`src/rtl/fen_pkg.sv`:
```
package fen_pkg;
  typedef enum logic [2:0] {
    ST_IDLE      = 3'd0,
    ST_WAIT_SOF  = 3'd1,
    ST_ACTIVE    = 3'd2,
    ST_DRAIN_EOF = 3'd3,
    ST_DRAIN_CRC = 3'd4,
    ST_DRAIN_PAD = 3'd5
  } fen_state_e;
endpackage

```
`src/rtl/fen_edge_det.sv`:
```
module fen_edge_det (
  input  logic clk,
  input  logic rst_n,
  input  logic lvl,
  output logic rise
);
  logic lvl_q;

  always_ff @(posedge clk or negedge rst_n) begin
    if (!rst_n) lvl_q <= 1'b0;
    else        lvl_q <= lvl;
  end

  assign rise = lvl & ~lvl_q;
endmodule

```
`src/rtl/fen_chan_track.sv`:
```
module fen_chan_track #(
  parameter int NUM_CH = 4,
  parameter int CH_W   = 2
) (
  input  logic              clk,
  input  logic              rst_n,
  input  logic [NUM_CH-1:0] chan_en,
  input  logic              eof_vld,
  input  logic [CH_W-1:0]   eof_ch,
  input  logic              load,
  input  logic              hold,
  output logic              any_en,
  output logic              load_empty,
  output logic              drain_done
);
  logic [NUM_CH-1:0] hit;
  logic [NUM_CH-1:0] pend_q;
  logic [NUM_CH-1:0] pend_d;

  for (genvar i = 0; i < NUM_CH; i++) begin : g_ch
    assign hit[i] = eof_vld && (eof_ch == CH_W'(i));

    always_comb begin
      if (load)      pend_d[i] = chan_en[i] & ~hit[i];
      else if (hold) pend_d[i] = pend_q[i] & ~hit[i];
      else           pend_d[i] = 1'b0;
    end

    always_ff @(posedge clk or negedge rst_n) begin
      if (!rst_n) pend_q[i] <= 1'b0;
      else        pend_q[i] <= pend_d[i];
    end

    // an outstanding channel stays outstanding until its own end-of-frame
    assert_pend_hold_R6: assert property (@(posedge clk) disable iff (!rst_n)
      (hold && !load && pend_q[i] && !hit[i]) |=> pend_q[i]);
  end

  assign any_en     = |chan_en;
  assign load_empty = ~|(chan_en & ~hit);
  assign drain_done = ~|(pend_q & ~hit);
endmodule

```
`src/rtl/fen_trail_cnt.sv`:
```
module fen_trail_cnt #(
  parameter int BEATS = 2
) (
  input  logic clk,
  input  logic rst_n,
  input  logic active,
  input  logic beat_vld,
  output logic word_done
);
  localparam int CW = $clog2(BEATS) + 1;
  logic [CW-1:0] cnt_q;

  assign word_done = active && beat_vld && (cnt_q == CW'(BEATS - 1));

  always_ff @(posedge clk or negedge rst_n) begin
    if (!rst_n)                   cnt_q <= '0;
    else if (!active || word_done) cnt_q <= '0;
    else if (beat_vld)            cnt_q <= cnt_q + CW'(1);
  end

  // the count never runs past one trailer word
  assert_cnt_bound_R7: assert property (@(posedge clk) disable iff (!rst_n)
    cnt_q < CW'(BEATS));
endmodule

```
`src/rtl/fen_fsm.sv`:
```
module fen_fsm
  import fen_pkg::*;
(
  input  logic clk,
  input  logic rst_n,
  input  logic if_en,
  input  logic if_rise,
  input  logic frame_mode,
  input  logic crc_mode,
  input  logic sof_hit,
  input  logic any_en,
  input  logic load_empty,
  input  logic drain_done,
  input  logic word_done,
  output logic load,
  output logic hold,
  output logic trail_active,
  output logic acq_en,
  output logic busy,
  output logic fifo_rst,
  output logic rx_done
);
  fen_state_e st_q, st_d;

  always_comb begin
    st_d = st_q;
    load = 1'b0;
    unique case (st_q)
      ST_IDLE:     if (if_rise) st_d = ST_WAIT_SOF;
      ST_WAIT_SOF: begin
        if (!if_en)       st_d = ST_IDLE;
        else if (sof_hit) st_d = ST_ACTIVE;
      end
      ST_ACTIVE: begin
        if (!if_en) begin
          if (!frame_mode || !any_en) st_d = ST_IDLE;
          else begin
            load = 1'b1;
            if (load_empty) st_d = crc_mode ? ST_DRAIN_CRC : ST_IDLE;
            else            st_d = ST_DRAIN_EOF;
          end
        end
      end
      ST_DRAIN_EOF: begin
        if (if_en)           st_d = ST_ACTIVE;
        else if (drain_done) st_d = crc_mode ? ST_DRAIN_CRC : ST_IDLE;
      end
      ST_DRAIN_CRC: begin
        if (if_en)          st_d = ST_ACTIVE;
        else if (word_done) st_d = ST_DRAIN_PAD;
      end
      ST_DRAIN_PAD: begin
        if (if_en)          st_d = ST_ACTIVE;
        else if (word_done) st_d = ST_IDLE;
      end
      default: st_d = ST_IDLE;
    endcase
  end

  always_ff @(posedge clk or negedge rst_n) begin
    if (!rst_n) begin
      st_q     <= ST_IDLE;
      fifo_rst <= 1'b0;
      rx_done  <= 1'b0;
    end else begin
      st_q     <= st_d;
      fifo_rst <= (st_q == ST_IDLE) && if_rise;
      rx_done  <= (st_q != ST_IDLE) && (st_d == ST_IDLE);
    end
  end

  assign hold         = (st_q == ST_DRAIN_EOF);
  assign trail_active = (st_q == ST_DRAIN_CRC) || (st_q == ST_DRAIN_PAD);
  assign busy         = (st_q != ST_IDLE);
  assign acq_en       = (st_q == ST_ACTIVE) || (st_q == ST_DRAIN_EOF) || trail_active;

  assert_rst_single_R2: assert property (@(posedge clk) disable iff (!rst_n)
    fifo_rst |=> !fifo_rst);
  assert_rst_waiting_R2: assert property (@(posedge clk) disable iff (!rst_n)
    fifo_rst |-> (busy && !acq_en));
  assert_no_early_acq_R3: assert property (@(posedge clk) disable iff (!rst_n)
    (st_q == ST_WAIT_SOF && !sof_hit) |=> !acq_en);
  assert_immediate_off_R4: assert property (@(posedge clk) disable iff (!rst_n)
    (st_q == ST_ACTIVE && !if_en && !frame_mode) |=> !busy);
  assert_keep_running_R8: assert property (@(posedge clk) disable iff (!rst_n)
    (acq_en && if_en) |=> (acq_en && !fifo_rst));
  assert_done_pulse_R9: assert property (@(posedge clk) disable iff (!rst_n)
    rx_done |-> (!busy && $past(busy)));
  assert_acq_busy_R9: assert property (@(posedge clk) disable iff (!rst_n)
    acq_en |-> busy);
  assert_wait_off_R10: assert property (@(posedge clk) disable iff (!rst_n)
    (st_q == ST_WAIT_SOF && !if_en) |=> (!busy && rx_done));
  assert_no_chan_off_R11: assert property (@(posedge clk) disable iff (!rst_n)
    (st_q == ST_ACTIVE && !if_en && !any_en) |=> !acq_en);
endmodule

```
`src/rtl/frame_enable_ctrl.sv`:
```
module frame_enable_ctrl #(
  parameter int NUM_CH     = 4,
  parameter int BEAT_BITS  = 8,
  parameter int TRAIL_BITS = 16,
  localparam int CH_W      = (NUM_CH > 1) ? $clog2(NUM_CH) : 1
) (
  input  logic              clk,
  input  logic              rst_n,
  input  logic              if_en,
  input  logic              frame_mode,
  input  logic              crc_mode,
  input  logic [NUM_CH-1:0] chan_en,
  input  logic              sof_vld,
  input  logic [CH_W-1:0]   sof_ch,
  input  logic              eof_vld,
  input  logic [CH_W-1:0]   eof_ch,
  input  logic              beat_vld,
  output logic              acq_en,
  output logic              fifo_rst,
  output logic              busy,
  output logic              rx_done
);
  localparam int BEATS = (TRAIL_BITS / BEAT_BITS > 0) ? TRAIL_BITS / BEAT_BITS : 1;

  logic if_rise, sof_hit, any_en, load_empty, drain_done;
  logic word_done, load, hold, trail_active;
  logic [NUM_CH-1:0] sof_dec;

  for (genvar i = 0; i < NUM_CH; i++) begin : g_sof
    assign sof_dec[i] = sof_vld && (sof_ch == CH_W'(i)) && chan_en[i];
  end
  assign sof_hit = |sof_dec;

  fen_edge_det u_edge (
    .clk(clk), .rst_n(rst_n), .lvl(if_en), .rise(if_rise)
  );

  fen_chan_track #(.NUM_CH(NUM_CH), .CH_W(CH_W)) u_track (
    .clk(clk), .rst_n(rst_n), .chan_en(chan_en),
    .eof_vld(eof_vld), .eof_ch(eof_ch), .load(load), .hold(hold),
    .any_en(any_en), .load_empty(load_empty), .drain_done(drain_done)
  );

  fen_trail_cnt #(.BEATS(BEATS)) u_trail (
    .clk(clk), .rst_n(rst_n), .active(trail_active),
    .beat_vld(beat_vld), .word_done(word_done)
  );

  fen_fsm u_fsm (
    .clk(clk), .rst_n(rst_n), .if_en(if_en), .if_rise(if_rise),
    .frame_mode(frame_mode), .crc_mode(crc_mode), .sof_hit(sof_hit),
    .any_en(any_en), .load_empty(load_empty), .drain_done(drain_done),
    .word_done(word_done), .load(load), .hold(hold),
    .trail_active(trail_active), .acq_en(acq_en), .busy(busy),
    .fifo_rst(fifo_rst), .rx_done(rx_done)
  );

  // with frame mode on, the disable request alone never ends acquisition while channels are outstanding
  assert_defer_R5: assert property (@(posedge clk) disable iff (!rst_n)
    (acq_en && !hold && !trail_active && !if_en && frame_mode && !load_empty) |=> acq_en);
endmodule

```
`config.mk`:
```
export PLATFORM = sky130hd
export DESIGN_NAME = frame_enable_ctrl
export DESIGN_NICKNAME = d
export VERILOG_FILES = /design/src/rtl/fen_pkg.sv /design/src/rtl/fen_edge_det.sv /design/src/rtl/fen_chan_track.sv /design/src/rtl/fen_trail_cnt.sv /design/src/rtl/fen_fsm.sv /design/src/rtl/frame_enable_ctrl.sv
export SDC_FILE = /design/constraint.sdc
export NUM_CORES = 1
export LEC_CHECK = 0
export ABC_AREA = 1
export BUFFER_PORTS_ARGS = -buffer_cell sky130_fd_sc_hd__buf_2
export CORE_MARGIN = 4
export CORE_UTILIZATION = 40
export CTS_BUF_LIST = sky130_fd_sc_hd__clkbuf_2
export CTS_CLUSTER_DIAMETER = 30
export DETAILED_ROUTE_END_ITERATION = 8
export HOLD_SLACK_MARGIN = 0.08
export PLACE_DENSITY = 0.61
export SYNTH_ARGS = -nofsm -noshare
export SYNTH_HDL_FRONTEND = slang
export SYNTH_HIERARCHICAL = 1
export SYNTH_SLANG_ARGS = --single-unit
```
`constraint.sdc`:
```
create_clock -name clk -period 2.1 [get_ports clk]
set_input_delay 0.21 -clock clk [delete_from_list [all_inputs] [get_ports clk]]
set_output_delay 0.21 -clock clk [all_outputs]
set_load 0.01 [all_outputs]
```
==> run_results.csv <==
group,metric,value,unit
run_status,outcome,"completed",
timing,setup_violations,0,
synth,ys_seq_elements,12,
synth,synthCells,130,
clock_network,clk_pin_slew,110,ps
timing,worst_pin_slew,276,ps
placement,portBuffers,19,
worst_setup_path,worst-path-buf-inv,3,
global_routing,grt_usage,16.6,%
worst_setup_path,startpoint_type,"register",
timing,skew,1.57,ps
synth,yosys_warnings,6,
timing,rsz0062_at_grt,"false",
detailed_routing,dr.pass1.iters,5,
finish,final_nets,173,
worst_setup_path,path_class,"reg -> reg",
clock_network,tritoncts,"built",
clock_network,clk_root_buffer_cell,"clkbuf_2",
timing,clock.fmax,581,MHz
clock_network,clock-sinks,12,
synth,syn-cell-area,850,sq um
floorplan,initial_core_util,42.9,%
global_routing,use_met1,18.7,%
job,drv_cap,0,
timing,fin_tns_setup,0,ps
power,peakVddDrop,366,uV
worst_setup_path,max_stage_delay,440,ps
worst_setup_path,worstSetupEndpointType,"register",
clock_network,clockBufferDepth,2,
finish,multi_input_area,463,sq um
worst_setup_path,cp_data_arrival_time,1920,ps
finish,regArea,300,sq um
finish,fillers,210,
power,p_per_area,499,mW/mm^2
synth,yosys_most_used_dff,"dfrtp_1",
synth,avgSynthCellArea,6.54,sq um
synth,ys_seq_area_share,35.3,%
worst_setup_path,path_cells,"inv_2, nor2_2, nand2_1, nand2_1, inv_1, nor2_1, inv_1, nand3_1, o21ai_1, nor2_2, nand3_1, nor2_2",
timing,slew_viol_final,0,
clock_network,clkLatencyLatePin,260,ps
global_routing,gr-total-overflow,0,
floorplan,pin_count,20,
synth,async_reset_ff_share,100,%
floorplan,design.core.area,0.00198,sq mm
power,power,0.508,mW
synth,synth_cell_types,20,
power,p_leak,0.572,nW
detailed_routing,drc,0,
global_routing,grt_first_pass_wirelength,3.51,mm
clock_network,htree_levels,1,
worst_setup_path,cp_data_required_time,2300,ps
global_routing,grt_antenna_before_repair,0,
detailed_routing,postRouteAntennaNets,0,
floorplan,rows,16,
synth,synthTopCellsByCount,"nand2_1, inv_1, nor2_1",
placement,place_congestion,0.926,
synth,synth_edf_count,0,
detailed_routing,vias,884,
worst_setup_path,critPathMostFrequentCell,"nor2_2",
worst_setup_path,crit_family,"simple AND/OR/NAND/NOR gates",
synth,synth.most_common_cell,"nand2_1",
detailed_routing,viasPerCell,4.86,
timing,fin_crit_sh,82.0,%
synth,syn_nets,147,
global_routing,first_global_vias,886,
floorplan,die_area,0.00293,sq mm
global_routing,grt_busiest_layer,"met2",
clock_network,cts_buffers,3,
worst_setup_path,crit_slowest_cell,"dfrtp_1",
timing,slew_headroom,81.4,%
finish,antenna_cells,0,
detailed_routing,wl_per_cell,10.9,um
floorplan,fp.dieH,54.1,um
detailed_routing,routed_wl,1.99,mm
timing,min_period,1720,ps
detailed_routing,drtIter0Drc,21,
synth,netlist.top_cell.by_area,"dfrtp_1",
timing,hold_viol,0,
placement,dpl.hpwl,1.65,mm
floorplan,die_x,54.1,um
global_routing,globalRouteMet2Util,29.0,%
synth,synthTopCellsByArea,"dfrtp_1, nand2_1, nand3_1, inv_1, nor2_1",
synth,synth_top_area_share,35.3,%
finish,area_growth,19.7,%
finish,final_layout_size_suffix_gt1_share,26.5,%
global_routing,grt_util_met3,4.99,%
worst_setup_path,crit_path_max_fanout,5,
global_routing,grt_max_degree,13,
min_path,hold_path.class,"in -> reg",
==> layer usage <==
metal	part of all wire, %	vias to the layer above
li1	-	455
met5	0	-
met2	52	19
met1	43	406
met3	4.4	4
met4	0.60	0
==> cells by family (layout without fill, tap and decap cells) <==
| group | Yosys count | in the layout | synth area share, % |
|---|---|---|---|
| AO/OA/AOI/OAI | 10 | 10 | 7.07 |
| AND/OR/NAND/NOR | 84 | 84 | 46.0 |
| adder cells (fa/ha/maj) | 1 | 1 | 1.47 |
| flip-flops | 12 | 12 | 35.3 |
| buffers and inverters | 23 | 48 | 10.2 |
==> tightest hold or removal path, cell delays in order <==
cell     delay, ps
buf_2          120
nand2_1         60
a21oi_1         60
==> cell usage in the layout (no fill, tap or decap) <==
cell type      instances
a21boi_0               1
a21oi_1                1
a21oi_2                1
buf_2                 19
clkbuf_2               3
clkinv_1               2
dfrtp_1               12
dlygate4sd3_1          2
ha_1                   1
inv_1                 18
inv_2                  4
nand2_1               37
nand2_2                3
nand2_4                1
nand3_1               14
nand3_2                3
nand4_1                3
nor2_1                16
nor2_2                 6
nor3_1                 1
o21ai_0                4
o21ai_1                2
o21ai_2                1
==> worst paths after layout <==
check | cells past startpoint | slack, ps | to | start
min in group asynchronous | 2 | 340 | u_trail/cnt_q[1]$_DFFE_PN0P_ | rst_n
max in group asynchronous | 2 | 1550 | u_track/pend_q[0]$_DFF_PN0_ | rst_n
hold reg to reg | 2 | 510 | u_track/pend_q[0]$_DFF_PN0_ | u_track/pend_q[0]$_DFF_PN0_
setup reg to reg | 12 | 380 | u_fsm/rx_done$_DFF_PN0_ | u_fsm/st_q[0]$_DFF_PN0_
hold / removal | 3 | 220 | u_trail/cnt_q[1]$_DFFE_PN0P_ | beat_vld
setup / recovery | 12 | 380 | u_fsm/rx_done$_DFF_PN0_ | u_fsm/st_q[0]$_DFF_PN0_
==> flip-flops by register name, indices dropped and copies added, names as in the netlist <==
| name | count |
|---|---|
| u_fsm/rx_done | 1 |
| u_edge/lvl_q | 1 |
| u_fsm/fifo_rst | 1 |
| u_trail/cnt_q | 2 |
| u_fsm/st_q | 3 |
| u_track/pend_q | 4 |
==> area by class of cell <==
cell class | instances | area share (%)
Clock buffer | 3 | 1.48
Timing Repair Buffer | 21 | 11.3
Clock inverter | 1 | 0.369
Multi-Input combinational cell | 95 | 45.5
Inverter | 23 | 8.49
Tap cell | 27 | 3.32
Sequential cell | 12 | 29.5
==> stage by stage <==
| step | cell area (sq um) | instances | hold WS [ps] | worst slack, ps | utilization [%] |
|---|---|---|---|---|---|
| final | 1020 | 182 | 221 | 379 | 51.3 |
| after global routing | 1020 | 182 | 207 | 163 | 51.3 |
| after CTS | 1020 | 182 | 205 | 391 | 51.3 |
| after detailed placement | 978 | 176 | 104 | 422 | 49.4 |
| after global placement | 978 | 176 | 102 | 556 | 49.4 |
| after floorplan | 850 | 130 | -85.6 | 637 | - |
==> timing repair <==
action                    in CTS  in global routing
hold endpoints to repair      13                  0
hold buffers                   2                  0
setup buffers                  0                  0
resized for setup              0                  0
==> where the power goes <==
part | internal (mW) | total (mW) | switching (mW)
Clock | 0.0414 | 0.115 | 0.0733
Combinational | 0.0525 | 0.137 | 0.0849
Sequential | 0.244 | 0.256 | 0.0114
(Power assumes the default switching activity.)
